--- src/rtl/cpuclk_seq_pkg.sv ---
package cpuclk_seq_pkg;

  // register indices in the divider/mux bank
  localparam logic [2:0] REG_SRC    = 3'd0;
  localparam logic [2:0] REG_MUXST  = 3'd1;
  localparam logic [2:0] REG_DIV0   = 3'd2;
  localparam logic [2:0] REG_DIV1   = 3'd3;
  localparam logic [2:0] REG_DSTAT0 = 3'd4;
  localparam logic [2:0] REG_DSTAT1 = 3'd5;

  localparam int ALT_SEL_BIT = 16;
  localparam int HPM_SEL_BIT = 20;
  localparam int MUX_ST_LSB  = 16;

  localparam logic [31:0] CORE_FIELD  = 32'h0000_0007;
  localparam logic [31:0] TRACE_FIELD = 32'h0007_0000;
  localparam logic [31:0] DIV1_KEEP   = 32'h0000_0077;

  typedef enum logic [3:0] {
    BUS_NONE, BUS_RD_SRC, BUS_RD_DIV1, BUS_WR_SAFE, BUS_WR_ALT,
    BUS_WR_PRI, BUS_WR_FULL0, BUS_WR_FULL1, BUS_WR_REST
  } busOp_e;

  typedef enum logic [2:0] {
    WAIT_NONE, WAIT_MUX_ALT, WAIT_MUX_PRI, WAIT_DIV0_MASK,
    WAIT_DIV0_ALL, WAIT_DIV1_ALL
  } waitOp_e;

  typedef struct packed {
    logic    capture;
    logic    tblStep;
    logic    tblLoadPre;
    logic    tblLoadPost;
    logic    calcStep;
    logic    setInvalid;
    busOp_e  busOp;
    waitOp_e waitOp;
  } ctrlStrb_t;

  typedef struct packed {
    logic tblEnd;
    logic tblHit;
    logic altFaster;
    logic calcDone;
    logic waitDone;
  } dpStat_t;

endpackage

--- src/rtl/cpuclk_seq_dp.sv ---
module cpuclk_seq_dp
  import cpuclk_seq_pkg::*;
#(
  parameter int TBL_DEPTH     = 4,
  parameter int CYCLES_PER_MS = 100000,
  parameter int TMO_MS        = 10,
  parameter bit DBG_ALT       = 1'b1,
  parameter logic [TBL_DEPTH*32-1:0] TBL_KHZ  = '0,
  parameter logic [TBL_DEPTH*32-1:0] TBL_DIV0 = '0,
  parameter logic [TBL_DEPTH*32-1:0] TBL_DIV1 = '0
)(
  input  logic        clk,
  input  logic        rstN,
  input  logic [31:0] oldRateHz,
  input  logic [31:0] newRateHz,
  input  logic [31:0] altRateHz,
  input  ctrlStrb_t   strb,
  output dpStat_t     stat,
  output logic [2:0]  busAddr,
  output logic        busWrEn,
  output logic [31:0] busWrData,
  input  logic [31:0] busRdData,
  output logic        errInvalid,
  output logic        errTimeout,
  output logic        warnDiv
);

  localparam int IDX_W      = $clog2(TBL_DEPTH + 1);
  localparam int ACC_W      = 36;
  localparam int TMO_CYCLES = CYCLES_PER_MS * TMO_MS;
  localparam int TMO_W      = $clog2(TMO_CYCLES + 1);
  localparam logic [31:0] SAFE_MASK = DBG_ALT ? (CORE_FIELD | TRACE_FIELD) : CORE_FIELD;
  localparam logic [31:0] SAFE_HIGH = DBG_ALT ? TRACE_FIELD : 32'h0;

  logic [31:0] oldR, newR, altR;
  logic [IDX_W-1:0] tblIdx;
  logic [31:0] entKhz, entDiv0, entDiv1;
  logic [31:0] div0Val, div1Val, restBits;
  logic        hpmSel;
  logic [3:0]  calcK;
  logic [ACC_W-1:0] calcAcc;
  logic [TMO_W-1:0] tmoCnt;
  logic        waitOk, tmoHit;
  logic [31:0] safeBits;

  // table entry selection, one comparator per entry
  always_comb begin
    entKhz  = '0;
    entDiv0 = '0;
    entDiv1 = '0;
    for (int i = 0; i < TBL_DEPTH; i++) begin
      if (tblIdx == IDX_W'(i)) begin
        entKhz  = TBL_KHZ[i*32 +: 32];
        entDiv0 = TBL_DIV0[i*32 +: 32];
        entDiv1 = TBL_DIV1[i*32 +: 32];
      end
    end
  end

  assign stat.tblEnd    = (entKhz == 32'd0);
  assign stat.tblHit    = (entKhz != 32'd0) && ((42'(entKhz) * 42'd1000) == 42'(newR));
  assign stat.altFaster = altR > oldR;
  assign stat.calcDone  = (calcAcc >= ACC_W'(altR)) || (calcK == 4'd8);

  assign safeBits = SAFE_HIGH | {29'd0, calcK[2:0] - 3'd1};

  // bus address and write data
  always_comb begin
    busAddr   = REG_SRC;
    busWrEn   = 1'b0;
    busWrData = '0;
    unique case (strb.busOp)
      BUS_RD_SRC:   busAddr = REG_SRC;
      BUS_RD_DIV1:  busAddr = REG_DIV1;
      BUS_WR_SAFE: begin
        busAddr   = REG_DIV0;
        busWrEn   = 1'b1;
        busWrData = (busRdData & ~SAFE_MASK) | (safeBits & SAFE_MASK);
      end
      BUS_WR_ALT: begin
        busAddr   = REG_SRC;
        busWrEn   = 1'b1;
        busWrData = busRdData | (32'd1 << ALT_SEL_BIT);
      end
      BUS_WR_PRI: begin
        busAddr   = REG_SRC;
        busWrEn   = 1'b1;
        busWrData = busRdData & ~(32'd1 << ALT_SEL_BIT);
      end
      BUS_WR_FULL0: begin
        busAddr   = REG_DIV0;
        busWrEn   = 1'b1;
        busWrData = div0Val;
      end
      BUS_WR_FULL1: begin
        busAddr   = REG_DIV1;
        busWrEn   = 1'b1;
        busWrData = div1Val;
      end
      BUS_WR_REST: begin
        busAddr   = REG_DIV0;
        busWrEn   = 1'b1;
        busWrData = (busRdData & ~SAFE_MASK) | restBits;
      end
      default: begin
        unique case (strb.waitOp)
          WAIT_MUX_ALT, WAIT_MUX_PRI:    busAddr = REG_MUXST;
          WAIT_DIV0_MASK, WAIT_DIV0_ALL: busAddr = REG_DSTAT0;
          WAIT_DIV1_ALL:                 busAddr = REG_DSTAT1;
          default:                       busAddr = REG_SRC;
        endcase
      end
    endcase
  end

  // poll evaluation
  always_comb begin
    unique case (strb.waitOp)
      WAIT_MUX_ALT:   waitOk = busRdData[MUX_ST_LSB +: 3] == 3'd2;
      WAIT_MUX_PRI:   waitOk = busRdData[MUX_ST_LSB +: 3] == 3'd1;
      WAIT_DIV0_MASK: waitOk = (busRdData & SAFE_MASK) == '0;
      WAIT_DIV0_ALL,
      WAIT_DIV1_ALL:  waitOk = busRdData == '0;
      default:        waitOk = 1'b0;
    endcase
  end

  assign tmoHit        = tmoCnt == TMO_W'(TMO_CYCLES - 1);
  assign stat.waitDone = waitOk || tmoHit;

  always_ff @(posedge clk or negedge rstN) begin
    if (!rstN) begin
      oldR <= '0; newR <= '0; altR <= '0;
      tblIdx <= '0;
      div0Val <= '0; div1Val <= '0; restBits <= '0;
      hpmSel <= 1'b0;
      calcK <= 4'd1; calcAcc <= '0;
      tmoCnt <= '0;
      errInvalid <= 1'b0; errTimeout <= 1'b0; warnDiv <= 1'b0;
    end else begin
      if (strb.capture) begin
        oldR <= oldRateHz; newR <= newRateHz; altR <= altRateHz;
        tblIdx <= '0;
        restBits <= '0;
        hpmSel <= 1'b0;
        calcK <= 4'd1;
        calcAcc <= ACC_W'(oldRateHz);
        errInvalid <= 1'b0; errTimeout <= 1'b0; warnDiv <= 1'b0;
      end
      if (strb.tblStep) tblIdx <= tblIdx + 1'b1;
      if (strb.tblLoadPre) begin
        div0Val <= entDiv0;
        div1Val <= entDiv1;
      end
      if (strb.tblLoadPost) restBits <= entDiv0 & SAFE_HIGH;
      if (strb.calcStep) begin
        calcK   <= calcK + 4'd1;
        calcAcc <= calcAcc + ACC_W'(oldR);
      end
      if (strb.setInvalid) errInvalid <= 1'b1;
      if (strb.busOp == BUS_RD_SRC) hpmSel <= busRdData[HPM_SEL_BIT];
      if (strb.busOp == BUS_RD_DIV1 && hpmSel) div1Val <= busRdData & DIV1_KEEP;
      if (strb.busOp == BUS_WR_SAFE) begin
        div0Val <= div0Val | (safeBits & SAFE_MASK);
        if (calcAcc < ACC_W'(altR)) warnDiv <= 1'b1;
      end
      if (strb.waitOp == WAIT_NONE || stat.waitDone) tmoCnt <= '0;
      else tmoCnt <= tmoCnt + 1'b1;
      if (strb.waitOp != WAIT_NONE && !waitOk && tmoHit) errTimeout <= 1'b1;
    end
  end

endmodule

--- src/rtl/cpuclk_seq_ctrl.sv ---
module cpuclk_seq_ctrl
  import cpuclk_seq_pkg::*;
#(
  parameter bit HAS_DIV1 = 1'b1,
  parameter bit DBG_ALT  = 1'b1
)(
  input  logic      clk,
  input  logic      rstN,
  input  logic      reqPre,
  input  logic      reqPost,
  input  dpStat_t   stat,
  output ctrlStrb_t strb,
  output logic      busy,
  output logic      done,
  output logic      errBusy
);

  typedef enum logic [4:0] {
    S_IDLE, S_LOOK, S_HPM, S_RDDIV1, S_CALC, S_SAFE, S_WSAFE,
    S_ALT, S_WALT, S_FULL0, S_WFULL0, S_FULL1, S_WFULL1,
    S_PRI, S_WPRI, S_PLOOK, S_REST, S_WREST, S_FIN
  } state_e;

  state_e state, nxt;

  assign busy = state != S_IDLE;
  assign done = state == S_FIN;

  always_comb begin
    strb = '{capture: 1'b0, tblStep: 1'b0, tblLoadPre: 1'b0, tblLoadPost: 1'b0,
             calcStep: 1'b0, setInvalid: 1'b0, busOp: BUS_NONE, waitOp: WAIT_NONE};
    nxt = state;
    unique case (state)
      S_IDLE: begin
        if (reqPre) begin
          strb.capture = 1'b1;
          nxt = S_LOOK;
        end else if (reqPost) begin
          strb.capture = 1'b1;
          nxt = S_PRI;
        end
      end
      S_LOOK: begin
        if (stat.tblEnd) begin
          strb.setInvalid = 1'b1;
          nxt = S_FIN;
        end else if (stat.tblHit) begin
          strb.tblLoadPre = 1'b1;
          if (HAS_DIV1)            nxt = S_HPM;
          else if (stat.altFaster) nxt = S_CALC;
          else                     nxt = S_ALT;
        end else begin
          strb.tblStep = 1'b1;
        end
      end
      S_HPM: begin
        strb.busOp = BUS_RD_SRC;
        nxt = S_RDDIV1;
      end
      S_RDDIV1: begin
        strb.busOp = BUS_RD_DIV1;
        nxt = stat.altFaster ? S_CALC : S_ALT;
      end
      S_CALC: begin
        if (stat.calcDone) nxt = S_SAFE;
        else strb.calcStep = 1'b1;
      end
      S_SAFE: begin
        strb.busOp = BUS_WR_SAFE;
        nxt = S_WSAFE;
      end
      S_WSAFE: begin
        strb.waitOp = WAIT_DIV0_MASK;
        if (stat.waitDone) nxt = S_ALT;
      end
      S_ALT: begin
        strb.busOp = BUS_WR_ALT;
        nxt = S_WALT;
      end
      S_WALT: begin
        strb.waitOp = WAIT_MUX_ALT;
        if (stat.waitDone) nxt = S_FULL0;
      end
      S_FULL0: begin
        strb.busOp = BUS_WR_FULL0;
        nxt = S_WFULL0;
      end
      S_WFULL0: begin
        strb.waitOp = WAIT_DIV0_ALL;
        if (stat.waitDone) nxt = HAS_DIV1 ? S_FULL1 : S_FIN;
      end
      S_FULL1: begin
        strb.busOp = BUS_WR_FULL1;
        nxt = S_WFULL1;
      end
      S_WFULL1: begin
        strb.waitOp = WAIT_DIV1_ALL;
        if (stat.waitDone) nxt = S_FIN;
      end
      S_PRI: begin
        strb.busOp = BUS_WR_PRI;
        nxt = S_WPRI;
      end
      S_WPRI: begin
        strb.waitOp = WAIT_MUX_PRI;
        if (stat.waitDone) nxt = DBG_ALT ? S_PLOOK : S_REST;
      end
      S_PLOOK: begin
        if (stat.tblEnd) begin
          strb.setInvalid = 1'b1;
          nxt = S_FIN;
        end else if (stat.tblHit) begin
          strb.tblLoadPost = 1'b1;
          nxt = S_REST;
        end else begin
          strb.tblStep = 1'b1;
        end
      end
      S_REST: begin
        strb.busOp = BUS_WR_REST;
        nxt = S_WREST;
      end
      S_WREST: begin
        strb.waitOp = WAIT_DIV0_MASK;
        if (stat.waitDone) nxt = S_FIN;
      end
      S_FIN: nxt = S_IDLE;
      default: nxt = S_IDLE;
    endcase
  end

  always_ff @(posedge clk or negedge rstN) begin
    if (!rstN) begin
      state   <= S_IDLE;
      errBusy <= 1'b0;
    end else begin
      state   <= nxt;
      errBusy <= busy && (reqPre || reqPost);
    end
  end

endmodule

--- src/rtl/cpuclk_switch_seq.sv ---
module cpuclk_switch_seq
  import cpuclk_seq_pkg::*;
#(
  parameter int TBL_DEPTH     = 4,
  parameter int CYCLES_PER_MS = 100000,
  parameter int TMO_MS        = 10,
  parameter bit HAS_DIV1      = 1'b1,
  parameter bit DBG_ALT       = 1'b1,
  parameter logic [TBL_DEPTH*32-1:0] TBL_KHZ  = {32'd0, 32'd400000, 32'd800000, 32'd1200000},
  parameter logic [TBL_DEPTH*32-1:0] TBL_DIV0 = {32'h0, 32'h0121_1300, 32'h0143_2600, 32'h0175_3700},
  parameter logic [TBL_DEPTH*32-1:0] TBL_DIV1 = {32'h0, 32'h13, 32'h24, 32'h35}
)(
  input  logic        clk,
  input  logic        rstN,
  input  logic        reqPre,
  input  logic        reqPost,
  input  logic [31:0] oldRateHz,
  input  logic [31:0] newRateHz,
  input  logic [31:0] altRateHz,
  output logic        busy,
  output logic        done,
  output logic        errInvalid,
  output logic        errTimeout,
  output logic        warnDiv,
  output logic        errBusy,
  output logic [2:0]  busAddr,
  output logic        busWrEn,
  output logic [31:0] busWrData,
  input  logic [31:0] busRdData
);

  ctrlStrb_t strb;
  dpStat_t   stat;

  cpuclk_seq_ctrl #(.HAS_DIV1(HAS_DIV1), .DBG_ALT(DBG_ALT)) uCtrl (
    .clk(clk), .rstN(rstN), .reqPre(reqPre), .reqPost(reqPost),
    .stat(stat), .strb(strb), .busy(busy), .done(done), .errBusy(errBusy)
  );

  cpuclk_seq_dp #(
    .TBL_DEPTH(TBL_DEPTH), .CYCLES_PER_MS(CYCLES_PER_MS), .TMO_MS(TMO_MS),
    .DBG_ALT(DBG_ALT), .TBL_KHZ(TBL_KHZ), .TBL_DIV0(TBL_DIV0), .TBL_DIV1(TBL_DIV1)
  ) uDp (
    .clk(clk), .rstN(rstN), .oldRateHz(oldRateHz), .newRateHz(newRateHz),
    .altRateHz(altRateHz), .strb(strb), .stat(stat), .busAddr(busAddr),
    .busWrEn(busWrEn), .busWrData(busWrData), .busRdData(busRdData),
    .errInvalid(errInvalid), .errTimeout(errTimeout), .warnDiv(warnDiv)
  );

endmodule

--- config.mk ---
export PLATFORM = sky130hd
export DESIGN_NAME = cpuclk_switch_seq
export DESIGN_NICKNAME = d
export VERILOG_FILES = /design/src/rtl/cpuclk_seq_pkg.sv /design/src/rtl/cpuclk_seq_dp.sv /design/src/rtl/cpuclk_seq_ctrl.sv /design/src/rtl/cpuclk_switch_seq.sv
export SDC_FILE = /design/constraint.sdc
export NUM_CORES = 1
export LEC_CHECK = 0
export BUFFER_PORTS_ARGS = -buffer_cell sky130_fd_sc_hd__buf_2
export CORE_MARGIN = 10
export CORE_UTILIZATION = 32
export CTS_CLUSTER_DIAMETER = 150
export DETAILED_ROUTE_END_ITERATION = 10
export HOLD_SLACK_MARGIN = 0.03
export PLACE_DENSITY = 0.48
export SETUP_SLACK_MARGIN = 0.4
export SLEW_MARGIN = 20
export SYNTH_ARGS = -nofsm -noshare
export SYNTH_HDL_FRONTEND = slang
export SYNTH_SLANG_ARGS = --single-unit
--- constraint.sdc ---
create_clock -name clk -period 8.3 [get_ports clk]
set_input_delay 1.245 -clock clk [delete_from_list [all_inputs] [get_ports clk]]
set_output_delay 1.245 -clock clk [all_outputs]
set_load 0.02 [all_outputs]
==> results_dict.tcl <==
set metrics [dict create \
    synth_top_area_share_pct 34.7 \
    synthCells 1588 \
    rows 75 \
    r2r-start "uDp.tblIdx[0]" \
    worstPathArrival_ns 7.48 \
    clock.fmax_mhz 141 \
    maxCapViolCount 0 \
    io_buffer_count 173 \
    synth_xor_area_share_pct 4.75 \
    r2r_end "uDp.div1Val[4]" \
    pre_cts_ws_ns 1.23 \
    vias_per_cell 5.11 \
    clock-sinks 188 \
    regToRegSetupSlack_ns 1.21 \
    clockBufferDepth 2 \
    drive_gt1_share_pct 13.3 \
    yosys-top-cells-area "dfrtp_1, ha_1, nand2_1" \
    cpPeakStageDelay_ns 0.90 \
    dieArea_sq_um 50700 \
    grt_usage_pct 16.2 \
    grt_pass1_wl_um 65800 \
    io_pins 174 \
    synth_area_per_cell_sq_um 8.48 \
    crit_type "flip-flop to flip-flop" \
    die_h_um 225 \
    rsz0062_at_grt "no" \
    critical_path.cell_chain "inv_1, ha_1, o21ai_0, inv_1, fa_1, inv_1, fa_1, inv_1, fa_1, fa_1, ha_1, nand2_1, o31a_1, a31oi_1, o211ai_1, a2111o_1, or4_4, or4_1, or3_1, nand3_1" \
    antenna_found_initial 1 \
    yosys_warnings 0 \
    grt_max_degree 164 \
    synth_top_family_by_area "simple AND/OR/NAND/NOR gates" \
    grt_remaining_overflow 0 \
    dr.first_iter.drc_count 640 \
    min_path_type "flip-flop to flip-flop" \
    multi_input_area_sq_um 8160 \
    synth-seq-cells 188 \
    cts_hold_buf 0 \
    drc_errors 0 \
    start_kind "flip-flop" \
    postRouteWirelength_um 40800 \
    dp_cells 2251 \
    grt_pass1_vias 11900 \
    synth_compound_area_share_pct 18.1 \
    cts_buffers 17 \
    hp-start "uDp.newR[12]" \
    synth_cell_types 73 \
    timing.final.crit_period_ns 7.09 \
    final-seq-area_sq_um 4710 \
    ant_nets 0 \
    required_ns 8.69 \
    root_buffer "clkbuf_16" \
    fillers 4366 \
    dr.pass1.iters 5 \
    min_to "uDp.newR[12]" \
    synthMuxAreaShare_pct 1.00 \
    cp-end-kind "flip-flop" \
    cp_num_buf_inv 4 \
    run_status "complete, no violations" \
    cp_top_family "adder cells" \
    finalSetupViolations 0 \
    synthFlopType "dfrtp_1" \
    period_share_pct 85.4 \
    initial_core_util_pct 32.3 \
    syn_area_sq_um 13500 \
    synth_edf_count 0 \
    clk_latency_ns 0.45 \
    synth_top_cell_by_area "dfrtp_1" \
    cts_tree "yes" \
    antenna_cells 0 \
    fin_ws_ns 1.21 \
    ys_seq_area_share_pct 34.9 \
    cpMaxStageDelayCell "or4_1" \
    synth_fa_ha_area_share_pct 16.2 \
    final.setup.tns_ns 0 \
    wl_per_cell_um 17.9 \
    worstMarginPinSlew_ns 0.996 \
    clk_pin_slew_ns 0.08 \
    hold_violations 0 \
    placed_cell_area_sq_um 14900 \
    fin_worst_skew_ns 0.0153 \
    cts_resized 0 \
    core-area_sq_um 41800 \
    post_cts_buffers 0 \
    hold_path_depth 2 \
    hpwlAfterDp_um 31800 \
    synthSimpleGateAreaFrac_pct 20.3 \
    place_congestion 0.894 \
    cp_max_fo 23 \
    drv_slew 0 \
    die_x_um 225 \
    via_count 11700 \
    h-tree-depth 4 \
    async_flop_share_pct 100 \
    fin_cells 2283 \
    final_area_sq_um 15500 \
    reg2reg_depth 20 \
    areaGrowthSynthToFinish_pct 14.9 \
    nets 2028 \
    slew_headroom_pct 33.1 \
]
[cell families after synthesis]
group           count (synthesis)
compound gates                384
flops                         188
fa+ha+maj                     165
other cells                     2
mux                            13
xor+xnor                       73
buf+inv                       164
simple gates                  599
[placed cells by master (no fill, tap or decap), drive strengths merged, types with 24 or more instances in the layout]
| cell type | netlist | final |
|---|---|---|
| a21o | 48 | 48 |
| a21oi | 91 | 91 |
| and2 | 34 | 34 |
| buf | 10 | 182 |
| dfrtp | 187 | 187 |
| ha | 150 | 150 |
| inv | 104 | 112 |
| nand2 | 287 | 287 |
| nand3 | 52 | 52 |
| nand4 | 25 | 25 |
| nor2 | 95 | 95 |
| nor3 | 24 | 24 |
| o21ai | 126 | 126 |
| xnor2 | 50 | 50 |
[sequential cells by signal, summed over array words and instances (netlist names), 5 cells and up]
name	count
uCtrl.state	5
uDp.altR	32
uDp.calcAcc	36
uDp.div0Val	10
uDp.div1Val	6
uDp.newR	32
uDp.oldR	32
uDp.tmoCnt	20
[worst min-delay path, cell delays in order, from the launching register on]
cell and delay [ns]:
dfrtp_1 0.34, nand2_1 0.05, nand2_1 0.06
[cell usage after synthesis, drive strengths merged (4+ instances only)]
cell,n
dfrtp,187
nor2b,11
nor3,24
xnor2,50
mux2i,12
o31ai,5
a311oi,5
or3,6
nor4,12
o21a,12
o21bai,9
clkbuf,50
a22o,15
inv,104
xor2,23
o31a,4
and2,34
nand2b,10
or2,5
buf,10
a31oi,7
a211oi,8
fa,15
nand2,287
and3b,7
a21o,48
o21ai,126
a221o,5
o22ai,4
nor2,95
o221ai,4
and3,17
a21oi,91
a311o,4
nand4,25
a22oi,9
ha,150
nand3,52
or4,6
[worst max-delay path by stage]
stage / depth (start not counted) / end / from
2_1_floorplan: 22 / uDp.div1Val[2] / uDp.tblIdx[0]
3_3_place_gp: 20 / uDp.div1Val[4] / uDp.tblIdx[0]
3_5_place_dp: 19 / uDp.div1Val[4] / uDp.tblIdx[0]
4_1_cts: 20 / uDp.div1Val[4] / uDp.tblIdx[0]
5_1_grt: 20 / uDp.div1Val[4] / uDp.tblIdx[0]
6_report: 20 / uDp.div1Val[4] / uDp.tblIdx[0]
[through the flow]
stage / hold WS [ns] / utilization [%]
after CTS: 0.482 / 37.1
final: 0.479 / 37.1
after floorplan: 0.437 / -
after detailed placement: 0.463 / 35.7
after global routing: 0.494 / 37.1
after global placement: 0.454 / 35.7
[routing by layer]
| metal | routed length [um] | global-route usage (%) | up-vias |
|---|---|---|---|
| met5 | 0 | 0 | - |
| met4 | 487 | 3.49 | 0 |
| li1 | - | - | 5812 |
| met3 | 1760 | 3.02 | 29 |
| met1 | 19400 | 21.4 | 5608 |
| met2 | 19200 | 27.0 | 223 |
[area by class of cell]
type,instances,area share (%)
flip-flops and latches,188,30.4
clock buffers,18,2.84
repair buffers,183,6.22
multi-input cells,1237,52.7
well taps,539,4.36
inverters,104,2.52
clock inverters,14,0.962
Power is left out: the tool's default activity adds up to more than one toggle a clock period on the data nets, which glitch-free logic cannot reach.
